`src/rtl/snoop_pkg.sv`:
```
package snoop_pkg;
  typedef enum logic [1:0] {LN_INV = 2'd0, LN_SHR = 2'd1, LN_MOD = 2'd2} line_st_e;
  typedef enum logic [2:0] {BC_NONE = 3'd0, BC_RD = 3'd1, BC_RDX = 3'd2,
                            BC_UPG = 3'd3, BC_WB = 3'd4} bus_cmd_e;
  typedef enum logic [1:0] {FS_IDLE, FS_WB, FS_BUS, FS_DONE} fsm_e;
endpackage

```
`src/rtl/snoop_line_store.sv`:
```
module snoop_line_store
  import snoop_pkg::*;
#(
  parameter int IDX_W  = 2,
  parameter int TAG_W  = 6,
  parameter int DATA_W = 32
) (
  input  logic              clk,
  input  logic              rst_n,
  input  logic [IDX_W-1:0]  c_idx,
  input  logic              c_we,
  input  line_st_e          c_st,
  input  logic [TAG_W-1:0]  c_tag,
  input  logic [DATA_W-1:0] c_data,
  output line_st_e          c_st_o,
  output logic [TAG_W-1:0]  c_tag_o,
  output logic [DATA_W-1:0] c_data_o,
  input  logic [IDX_W-1:0]  s_idx,
  input  logic              s_we,
  input  line_st_e          s_st,
  output line_st_e          s_st_o,
  output logic [TAG_W-1:0]  s_tag_o,
  output logic [DATA_W-1:0] s_data_o
);
  localparam int LINES = 1 << IDX_W;

  line_st_e          st_a  [LINES];
  logic [TAG_W-1:0]  tag_a [LINES];
  logic [DATA_W-1:0] dat_a [LINES];

  for (genvar i = 0; i < LINES; i++) begin : g_line
    line_st_e          st_q, st_d;
    logic [TAG_W-1:0]  tag_q;
    logic [DATA_W-1:0] dat_q;
    logic              snp_sel, cpu_sel, fill_en;

    always_comb begin
      snp_sel = s_we && (s_idx == IDX_W'(i));
      cpu_sel = c_we && (c_idx == IDX_W'(i));
      fill_en = cpu_sel && !snp_sel;
      st_d    = st_q;
      if (snp_sel)      st_d = s_st;
      else if (cpu_sel) st_d = c_st;
    end

    always_ff @(posedge clk or negedge rst_n) begin
      if (!rst_n) st_q <= LN_INV;
      else        st_q <= st_d;
    end

    always_ff @(posedge clk) begin
      if (fill_en) begin
        tag_q <= c_tag;
        dat_q <= c_data;
      end
    end

    assign st_a[i]  = st_q;
    assign tag_a[i] = tag_q;
    assign dat_a[i] = dat_q;
  end

  assign c_st_o   = st_a[c_idx];
  assign c_tag_o  = tag_a[c_idx];
  assign c_data_o = dat_a[c_idx];
  assign s_st_o   = st_a[s_idx];
  assign s_tag_o  = tag_a[s_idx];
  assign s_data_o = dat_a[s_idx];

  // the controller never lets a fill and a snoop update the same slot together
  assert_port_clash_R11: assert property (@(posedge clk) disable iff (!rst_n)
    !(s_we && c_we && (s_idx == c_idx)));
endmodule

```
`src/rtl/snoop_resp.sv`:
```
module snoop_resp
  import snoop_pkg::*;
#(
  parameter int TAG_W  = 6,
  parameter int DATA_W = 32
) (
  input  bus_cmd_e          s_cmd,
  input  logic [TAG_W-1:0]  s_tag,
  input  line_st_e          l_st,
  input  logic [TAG_W-1:0]  l_tag,
  input  logic [DATA_W-1:0] l_dat,
  output logic              st_we,
  output line_st_e          st_new,
  output logic              dirty,
  output logic [DATA_W-1:0] data
);
  logic hit;

  always_comb begin
    hit    = (l_st != LN_INV) && (l_tag == s_tag);
    st_we  = 1'b0;
    st_new = l_st;
    dirty  = 1'b0;
    case (s_cmd)
      BC_RD: if (hit && l_st == LN_MOD) begin
        st_we  = 1'b1;
        st_new = LN_SHR;
        dirty  = 1'b1;
      end
      BC_RDX: if (hit) begin
        st_we  = 1'b1;
        st_new = LN_INV;
        dirty  = (l_st == LN_MOD);
      end
      BC_UPG: if (hit) begin
        st_we  = 1'b1;
        st_new = LN_INV;
      end
      default: ;
    endcase
    data = dirty ? l_dat : '0;
  end
endmodule

```
`src/rtl/snoop_cache_ctl.sv`:
```
module snoop_cache_ctl
  import snoop_pkg::*;
#(
  parameter int ADDR_W = 8,
  parameter int DATA_W = 32,
  parameter int IDX_W  = 2
) (
  input  logic              clk,
  input  logic              rst_n,
  input  logic              cpu_req,
  input  logic              cpu_we,
  input  logic [ADDR_W-1:0] cpu_addr,
  input  logic [DATA_W-1:0] cpu_wdata,
  output logic              cpu_done,
  output logic [DATA_W-1:0] cpu_rdata,
  output logic              bus_req,
  input  logic              bus_gnt,
  output logic [2:0]        bus_cmd,
  output logic [ADDR_W-1:0] bus_addr,
  output logic [DATA_W-1:0] bus_wdata,
  input  logic [DATA_W-1:0] bus_rdata,
  input  logic [2:0]        snp_cmd,
  input  logic [ADDR_W-1:0] snp_addr,
  output logic              snp_dirty,
  output logic [DATA_W-1:0] snp_data
);
  localparam int TAG_W = ADDR_W - IDX_W;

  fsm_e              st_q, nxt;
  logic [DATA_W-1:0] rdata_q, rd_d;
  logic              rd_en, fill_bus;
  logic [IDX_W-1:0]  c_idx, s_idx;
  logic [TAG_W-1:0]  c_tag, s_tag;
  line_st_e          l_st, c_st, sl_st, s_new;
  logic [TAG_W-1:0]  l_tag, sl_tag;
  logic [DATA_W-1:0] l_dat, sl_dat, c_dat, c_dat_w;
  logic              c_we, s_we;
  logic              tag_hit, victim_dirty, clash;
  bus_cmd_e          cmd_d, snp_c;

  assign c_idx = cpu_addr[IDX_W-1:0];
  assign c_tag = cpu_addr[ADDR_W-1:IDX_W];
  assign s_idx = snp_addr[IDX_W-1:0];
  assign s_tag = snp_addr[ADDR_W-1:IDX_W];
  assign snp_c = bus_cmd_e'(snp_cmd);

  snoop_line_store #(.IDX_W(IDX_W), .TAG_W(TAG_W), .DATA_W(DATA_W)) u_store (
    .clk(clk), .rst_n(rst_n),
    .c_idx(c_idx), .c_we(c_we), .c_st(c_st), .c_tag(c_tag), .c_data(c_dat_w),
    .c_st_o(l_st), .c_tag_o(l_tag), .c_data_o(l_dat),
    .s_idx(s_idx), .s_we(s_we), .s_st(s_new),
    .s_st_o(sl_st), .s_tag_o(sl_tag), .s_data_o(sl_dat)
  );

  snoop_resp #(.TAG_W(TAG_W), .DATA_W(DATA_W)) u_resp (
    .s_cmd(snp_c), .s_tag(s_tag), .l_st(sl_st), .l_tag(sl_tag), .l_dat(sl_dat),
    .st_we(s_we), .st_new(s_new), .dirty(snp_dirty), .data(snp_data)
  );

  assign tag_hit      = (l_st != LN_INV) && (l_tag == c_tag);
  assign victim_dirty = (l_st == LN_MOD) && (l_tag != c_tag);
  assign clash        = (snp_c != BC_NONE) && (s_idx == c_idx);

  // Next-state and bus command decode
  always_comb begin
    nxt       = st_q;
    c_we      = 1'b0;
    c_st      = l_st;
    c_dat     = l_dat;
    fill_bus  = 1'b0;
    rd_en     = 1'b0;
    bus_req   = 1'b0;
    cmd_d     = BC_NONE;
    bus_addr  = cpu_addr;
    bus_wdata = '0;
    case (st_q)
      FS_IDLE: if (cpu_req && !clash) begin
        if (!cpu_we && tag_hit) begin
          rd_en = 1'b1;
          nxt   = FS_DONE;
        end else if (cpu_we && tag_hit && l_st == LN_MOD) begin
          c_we  = 1'b1;
          c_st  = LN_MOD;
          c_dat = cpu_wdata;
          nxt   = FS_DONE;
        end else if (victim_dirty) begin
          nxt = FS_WB;
        end else begin
          nxt = FS_BUS;
        end
      end
      FS_WB: begin
        bus_req = 1'b1;
        if (bus_gnt) begin
          nxt = FS_BUS;
          if (victim_dirty) begin
            cmd_d     = BC_WB;
            bus_addr  = {l_tag, c_idx};
            bus_wdata = l_dat;
            c_we      = 1'b1;
            c_st      = LN_INV;
          end
        end
      end
      FS_BUS: begin
        bus_req = 1'b1;
        if (bus_gnt) begin
          nxt  = FS_DONE;
          c_we = 1'b1;
          if (cpu_we) begin
            cmd_d = (tag_hit && l_st == LN_SHR) ? BC_UPG : BC_RDX;
            c_st  = LN_MOD;
            c_dat = cpu_wdata;
          end else begin
            cmd_d    = BC_RD;
            c_st     = LN_SHR;
            fill_bus = 1'b1;
            rd_en    = 1'b1;
          end
        end
      end
      default: nxt = FS_IDLE;
    endcase
  end

  assign c_dat_w = fill_bus ? bus_rdata : c_dat;
  assign rd_d    = fill_bus ? bus_rdata : l_dat;
  assign bus_cmd = cmd_d;

  always_ff @(posedge clk or negedge rst_n) begin
    if (!rst_n) st_q <= FS_IDLE;
    else        st_q <= nxt;
  end

  always_ff @(posedge clk) begin
    if (rd_en) rdata_q <= rd_d;
  end

  assign cpu_done  = (st_q == FS_DONE);
  assign cpu_rdata = rdata_q;

  // commands only under grant; request held until granted; no done while requesting
  assert_cmd_gnt_R9: assert property (@(posedge clk) disable iff (!rst_n)
    (cmd_d != BC_NONE) |-> bus_gnt);
  assert_req_held_R9: assert property (@(posedge clk) disable iff (!rst_n)
    (bus_req && !bus_gnt) |=> bus_req);
  assert_done_quiet_R9: assert property (@(posedge clk) disable iff (!rst_n)
    cpu_done |-> !bus_req);
  // a fetch never leaves a dirty victim in the slot
  assert_wb_first_R8: assert property (@(posedge clk) disable iff (!rst_n)
    (cmd_d == BC_RD || cmd_d == BC_RDX) |-> !victim_dirty);
  // upgrade only for a shared copy of the stored line
  assert_upg_shared_R4: assert property (@(posedge clk) disable iff (!rst_n)
    (cmd_d == BC_UPG) |-> (cpu_we && tag_hit && l_st == LN_SHR));
  // another core never upgrades a line this cache owns
  assert_upg_owner_R4: assert property (@(posedge clk) disable iff (!rst_n)
    (snp_c == BC_UPG) |-> !(sl_st == LN_MOD && sl_tag == s_tag));
  // a store hit on a modified line finishes next cycle without the bus
  assert_hit_local_R5: assert property (@(posedge clk) disable iff (!rst_n)
    (st_q == FS_IDLE && cpu_req && cpu_we && tag_hit && l_st == LN_MOD && !clash)
      |=> (cpu_done && !bus_req));
  // data is supplied only for read-type snoops
  assert_supply_kind_R6: assert property (@(posedge clk) disable iff (!rst_n)
    snp_dirty |-> (snp_c == BC_RD || snp_c == BC_RDX));
endmodule

```
`config.mk`:
```
export PLATFORM = sky130hd
export DESIGN_NAME = snoop_cache_ctl
export DESIGN_NICKNAME = d
export VERILOG_FILES = /design/src/rtl/snoop_pkg.sv /design/src/rtl/snoop_line_store.sv /design/src/rtl/snoop_resp.sv /design/src/rtl/snoop_cache_ctl.sv
export SDC_FILE = /design/constraint.sdc
export NUM_CORES = 1
export LEC_CHECK = 0
export BUFFER_PORTS_ARGS = -buffer_cell sky130_fd_sc_hd__buf_2
export CAP_MARGIN = 20
export CELL_PAD_IN_SITES_DETAIL_PLACEMENT = 0
export CELL_PAD_IN_SITES_GLOBAL_PLACEMENT = 2
export CORE_ASPECT_RATIO = 1.75
export CORE_MARGIN = 2
export CORE_UTILIZATION = 39
export CTS_CLUSTER_DIAMETER = 150
export DETAILED_ROUTE_END_ITERATION = 7
export HOLD_SLACK_MARGIN = 0.08
export PLACE_DENSITY_LB_ADDON = 0.1
export SYNTH_ARGS = -nofsm -noshare
export SYNTH_HDL_FRONTEND = slang
export SYNTH_HIERARCHICAL = 1
export SYNTH_SLANG_ARGS = --single-unit
```
`constraint.sdc`:
```
create_clock -name clk -period 6.2 [get_ports clk]
set_clock_uncertainty 0.2 [all_clocks]
set_input_delay 1.24 -clock clk [delete_from_list [all_inputs] [get_ports clk]]
set_output_delay 1.24 -clock clk [all_outputs]
set_load 0.02 [all_outputs]
```
# == Word-level counts from Yosys, hierarchy flattened ==
# Cells that the tools add are included.
# totals
reg_bits,194
latchBits,0
ram_bits,0
romBits,0
input_bits,88
output_inout_bits,110
n_memories,0
# classes
n_addsub,0
n_mul,0
div,0
magnitude_cmp,2
eq_ne,22
shift,0
mux,84
bitwise_logic,2
n_reduce_logical,41
# op_table
operator,count
32-bit 2-to-1 mux,15
32-bit binary-select mux with 2-bit select,2
32-bit case mux with 2 select lines,1
2-bit 2-to-1 mux,29
6-bit binary-select mux with 2-bit select,2
6-bit 2-to-1 mux,4
8-bit 2-to-1 mux,3
1-bit logical AND,22
2-bit equality test (second input constant),8
1-bit 2-to-1 mux,16
6-bit equality test,2
2-bit case mux with 3 select lines,2
2-bit nonzero test,6
2-bit binary-select mux with 2-bit select,2
2-bit by 1-bit equality test with 1-bit output (second input constant),4
3-bit by 2-bit equality test with 1-bit output (second input constant),2
3-bit greater-or-equal comparator (second input constant),2
1-bit logical NOT,6
2-bit logical NOT,3
3-bit 2-to-1 mux,2
2-bit != test (second input constant),3
6-bit != test,1
2-bit inverter with 3-bit output,2
1-bit case mux with 2 select lines,3
other kinds (8),9

# == Longest topological paths before layout ==
# depth
word_depth,15
ltp_mapped,12
ltp_nobuf,9

# == Modules after synthesis ==
# Netlist, hierarchy kept.
# modules_own_cells
mod,n_inst,cells_per_inst,area_per_inst_um2,seq_area_each_um2
snoop_line_store,1,296,7109.3,4764.6
snoop_cache_ctl,1,499,3818.7,1011.0
snoop_resp,1,58,401.6,0.0

# == Worst setup path after synthesis ==
# OpenSTA, ideal clock, no wires.
# synth_timing
path_type,input to register
from,in cpu_addr[0]
to,"reg rdata_q[0] (netlist: cpu_rdata[0]), enable pin"
setup_ns,0.470
arrival_time_ns,5.283
required_time_ns,5.530
slack_ns,0.247
cell_stages,8
path_buffers,2
path_cell_list,buf_6 -> buf_6 -> mux4_1 -> xnor2_2 -> nand4_4 -> nor3_1 -> nand2_1 -> o31ai_1
# synth_between
elab_chain_cells,10
elab_cells_between_ends,18
# synth_rtl
item,line,rtl
"start, declared",snoop_cache_ctl.sv:12,"input logic [ADDR_W-1:0] cpu_addr,"
2-bit inverter with 3-bit output (not written as such),snoop_line_store.sv:64,assign c_tag_o = tag_a[c_idx];
6-bit binary-select mux with 2-bit select,snoop_line_store.sv:64,
6-bit 2-to-1 mux (not written as such) (2 in a row),snoop_line_store.sv:64,
net l_tag[4],snoop_cache_ctl.sv:35,"logic [TAG_W-1:0] l_tag, sl_tag;"
6-bit equality test,snoop_cache_ctl.sv:60,assign tag_hit = (l_st != LN_INV) && (l_tag == c_tag);
1-bit logical AND,snoop_cache_ctl.sv:60,
1-bit logical AND,snoop_cache_ctl.sv:78,if (!cpu_we && tag_hit) begin
1-bit 2-to-1 mux,snoop_cache_ctl.sv:78,
1-bit 2-to-1 mux,snoop_cache_ctl.sv:77,FS_IDLE: if (cpu_req && !clash) begin
1-bit case mux with 2 select lines,snoop_cache_ctl.sv:76,case (st_q)
net rd_en,snoop_cache_ctl.sv:31,"logic rd_en, fill_bus;"
"end signal, assigned",snoop_cache_ctl.sv:136,if (rd_en) rdata_q <= rd_d;
"end, declared",snoop_cache_ctl.sv:30,"logic [DATA_W-1:0] rdata_q, rd_d;"
# The timed path passes the listed nets, and every way through them passes these cells. The select of a mux whose other input is x is not followed.
# A chain may end at the register's enable or synchronous reset.

# == Final worst setup path ==
# layout_timing
from,in cpu_addr[0]
to,out bus_addr[3]
# layout_between
elab_chain_cells,9
elab_cells_between_ends,13
# layout_rtl
item,line,rtl
2-bit inverter with 3-bit output (not written as such),snoop_line_store.sv:64,
6-bit binary-select mux with 2-bit select,snoop_line_store.sv:64,
6-bit 2-to-1 mux (not written as such) (2 in a row),snoop_line_store.sv:64,
net l_tag[4],snoop_cache_ctl.sv:35,
6-bit != test,snoop_cache_ctl.sv:61,assign victim_dirty = (l_st == LN_MOD) && (l_tag != c_tag);
1-bit logical AND,snoop_cache_ctl.sv:61,
8-bit 2-to-1 mux,snoop_cache_ctl.sv:96,if (victim_dirty) begin
8-bit 2-to-1 mux,snoop_cache_ctl.sv:94,if (bus_gnt) begin
8-bit 2-to-1 mux,snoop_cache_ctl.sv:76,
"end, declared",snoop_cache_ctl.sv:19,"output logic [ADDR_W-1:0] bus_addr,"
# The timed path passes the listed nets, and every way through them passes these cells. The select of a mux whose other input is x is not followed.

==> results.cfg <==
[outcome]
outcome = finished, final reports clean

[synthesis]
synth_seq_cells = 194
synth_area_leaders = edfxtp_1, mux4_2, mux4_1, a21oi_1, and2_1
synth-edff-count = 184
async_flop_share = 0.0515
yosys.cell_types.count = 51
synth_top_area_share = 0.488
synth.avg_cell_area_um2 = 13.3
syn-cell-area_mm2 = 0.0113
syn_nets = 945
yosys_most_used_dff = edfxtp_1
syn-instance-count = 853
synth_common_cells = edfxtp_1, a21oi_1, nand2_1, and2_1, mux4_2
synth_largest_area_cell = edfxtp_1
ys.warnings.count = 6
post-synth-top-count-cell = edfxtp_1
yosysSeqAreaShare = 0.510

[grt]
grt_pass1_vias = 8220
grt_antenna_before_repair = 0
grt_pass1_wl_um = 51900
grt_max_degree = 66
grt_overflow = 0
grt_usage = 0.232

[setup_path]
arrival_ns = 3.83
cp-startpoint = cpu_addr[0]
rrSetupSlack_ns = 2.37
ff2ff_path_depth = 9
path_class = in -> out
cp-start-kind = primary input
crit_end = bus_addr[3]
r2r_end = u_store/g_line[0].tag_q[1]
path_max_fanout = 14
cp-end-kind = output port
critPathRequiredTime_ns = 4.76
worstReg2RegStart = u_store/g_line[0].tag_q[4]

[cells_and_area]
final_util = 0.461
final_nets = 1120
drive_gt1_frac = 0.331
syn2layout_area_growth_pct = 16.4

[die]
start_util = 0.396
die_w_um = 133
die_h_um = 229
boundaryPins = 198
dieArea_mm2 = 0.0305
coreArea_mm2 = 0.0286
num_rows = 82

[sta]
rsz0062_at_grt = false
max_slew_margin = 0.346
setup_viol = 0
fin_tns_setup_ns = 0
final-hold-violation-count = 0
period_needed_ns = 5.27
fmax_mhz = 190
tightest_slew_ns = 0.978
slew_viol_final = 0
final.period_utilization = 0.850

[detailed_routing]
via_count = 7915
wl_per_cell_um = 24.5
totalWireLength_um = 34800
ant_nets = 0
remaining_drc_errors = 0
first_pass_iters = 5
drt_iter0_markers = 499
vias_per_cell = 5.57

[placed_design]
dp_hpwl_um = 22900
gp_congestion = 0.806
portBuffers = 197

[clock_tree]
clk_root_buffer_cell = clkbuf_16
cts_resized = 0
clk_pin_slew_worst_paths_ns = 0.07
clk_latency_ns = 0.45
postCtsSetupRepairBufs = 0
cts_made_buffers = 17
clkSinkCount = 194
cts_tree = built
cts_hold_buf = 0
htreeDepth = 4
clockBufferDepth = 2

[power_and_ir_drop]
powerDensity_mw_per_mm2 = 314
ir_worst_vdd_v = 0.000317
p_leak_nw = 5.18

[worst_hold_path]
hp-start = st_q[1]
min_path_type = reg -> reg

[flow_run]
cap_violations = 0
area by class of cell:
class	instances	area (um2)
Antenna cell	1	2.50
Clock buffer	17	425
Clock inverter	15	155
Fill cell	2621	15400
Inverter	38	143
Multi-Input combinational cell	557	4990
Sequential cell	194	5780
Tap cell	378	473
Timing Repair Buffer	220	1220
routing by layer:
layer	wire length (um)	share of wire	GRT usage	vias to the layer above
met5	0	0	0	-
met4	722	0.021	0.0696	0
met3	1340	0.039	0.0387	37
met2	20000	0.57	0.451	226
met1	12700	0.37	0.254	4009
li1	-	-	-	3643
power by group:
group,total (W),switching [W],internal [W]
registers,0.00175,0.0000502,0.00170
clock network,0.00111,0.000509,0.000597
logic,0.00128,0.000843,0.000441
total,0.00414,0.00140,0.00274
layout by cell type, fill, tap and decap left out, types with 33 or more instances in the layout:
cell and count:
o22ai_1 33, mux2i_1 40, nand2_1 105, inv_1 38, edfxtp_1 184, mux4_1 34
buf_2 195, a21oi_1 109, mux4_2 46, and2_1 65
state kept, by name (all words and copies together) (netlist names):
name and count:
u_store/g_line.st_q 8, u_store/g_line.dat_q 128, cpu_rdata 32, st_q 2, u_store/g_line.tag_q 24
per-stage QoR:
| stage | setup WS, ns | total power, W | cell area [um2] | std cells | hold slack (ns) |
|---|---|---|---|---|---|
| 2_1_floorplan | 0.247 | 0.00266 | 11300 | 853 | 0.353 |
| 3_3_place_gp | 0.942 | 0.00305 | 12600 | 1386 | 0.390 |
| 3_5_place_dp | 0.877 | 0.00307 | 12600 | 1386 | 0.392 |
| 4_1_cts | 0.885 | 0.00417 | 13200 | 1418 | 0.401 |
| 5_1_grt | 0.778 | 0.00434 | 13200 | 1419 | 0.438 |
| 6_report | 0.933 | 0.00414 | 13200 | 1420 | 0.405 |
worst min-delay path by stage:
stage                                     end  slack (ns)  cells past startpoint
floorplan           u_store/g_line[2].st_q[0]        0.35                      2
global placement                      st_q[0]        0.39                      2
detailed placement                    st_q[0]        0.39                      2
CTS                                   st_q[0]        0.40                      2
global route                          st_q[0]        0.44                      2
finish                                st_q[0]        0.41                      2
worst max-delay path, stage by stage:
cell and delay (ns):
buf_4 0.21, mux4_1 0.64, xnor2_2 0.18, nand4_4 0.15, o21ai_0 0.21, nor2_4 0.41
buf_4 0.28, mux2_2 0.34, buf_2 0.16
logic make-up after synthesis:
family / after synthesis / synth area share
buffers and inverters: 102 / 0.0570
adder cells (fa/ha/maj): 4 / 0.00442
AND/OR/NAND/NOR: 222 / 0.0999
XOR/XNOR: 15 / 0.0142
multiplexers: 126 / 0.212
flip-flops: 194 / 0.510
AO/OA/AOI/OAI: 190 / 0.103
(Power assumes the default switching activity.)
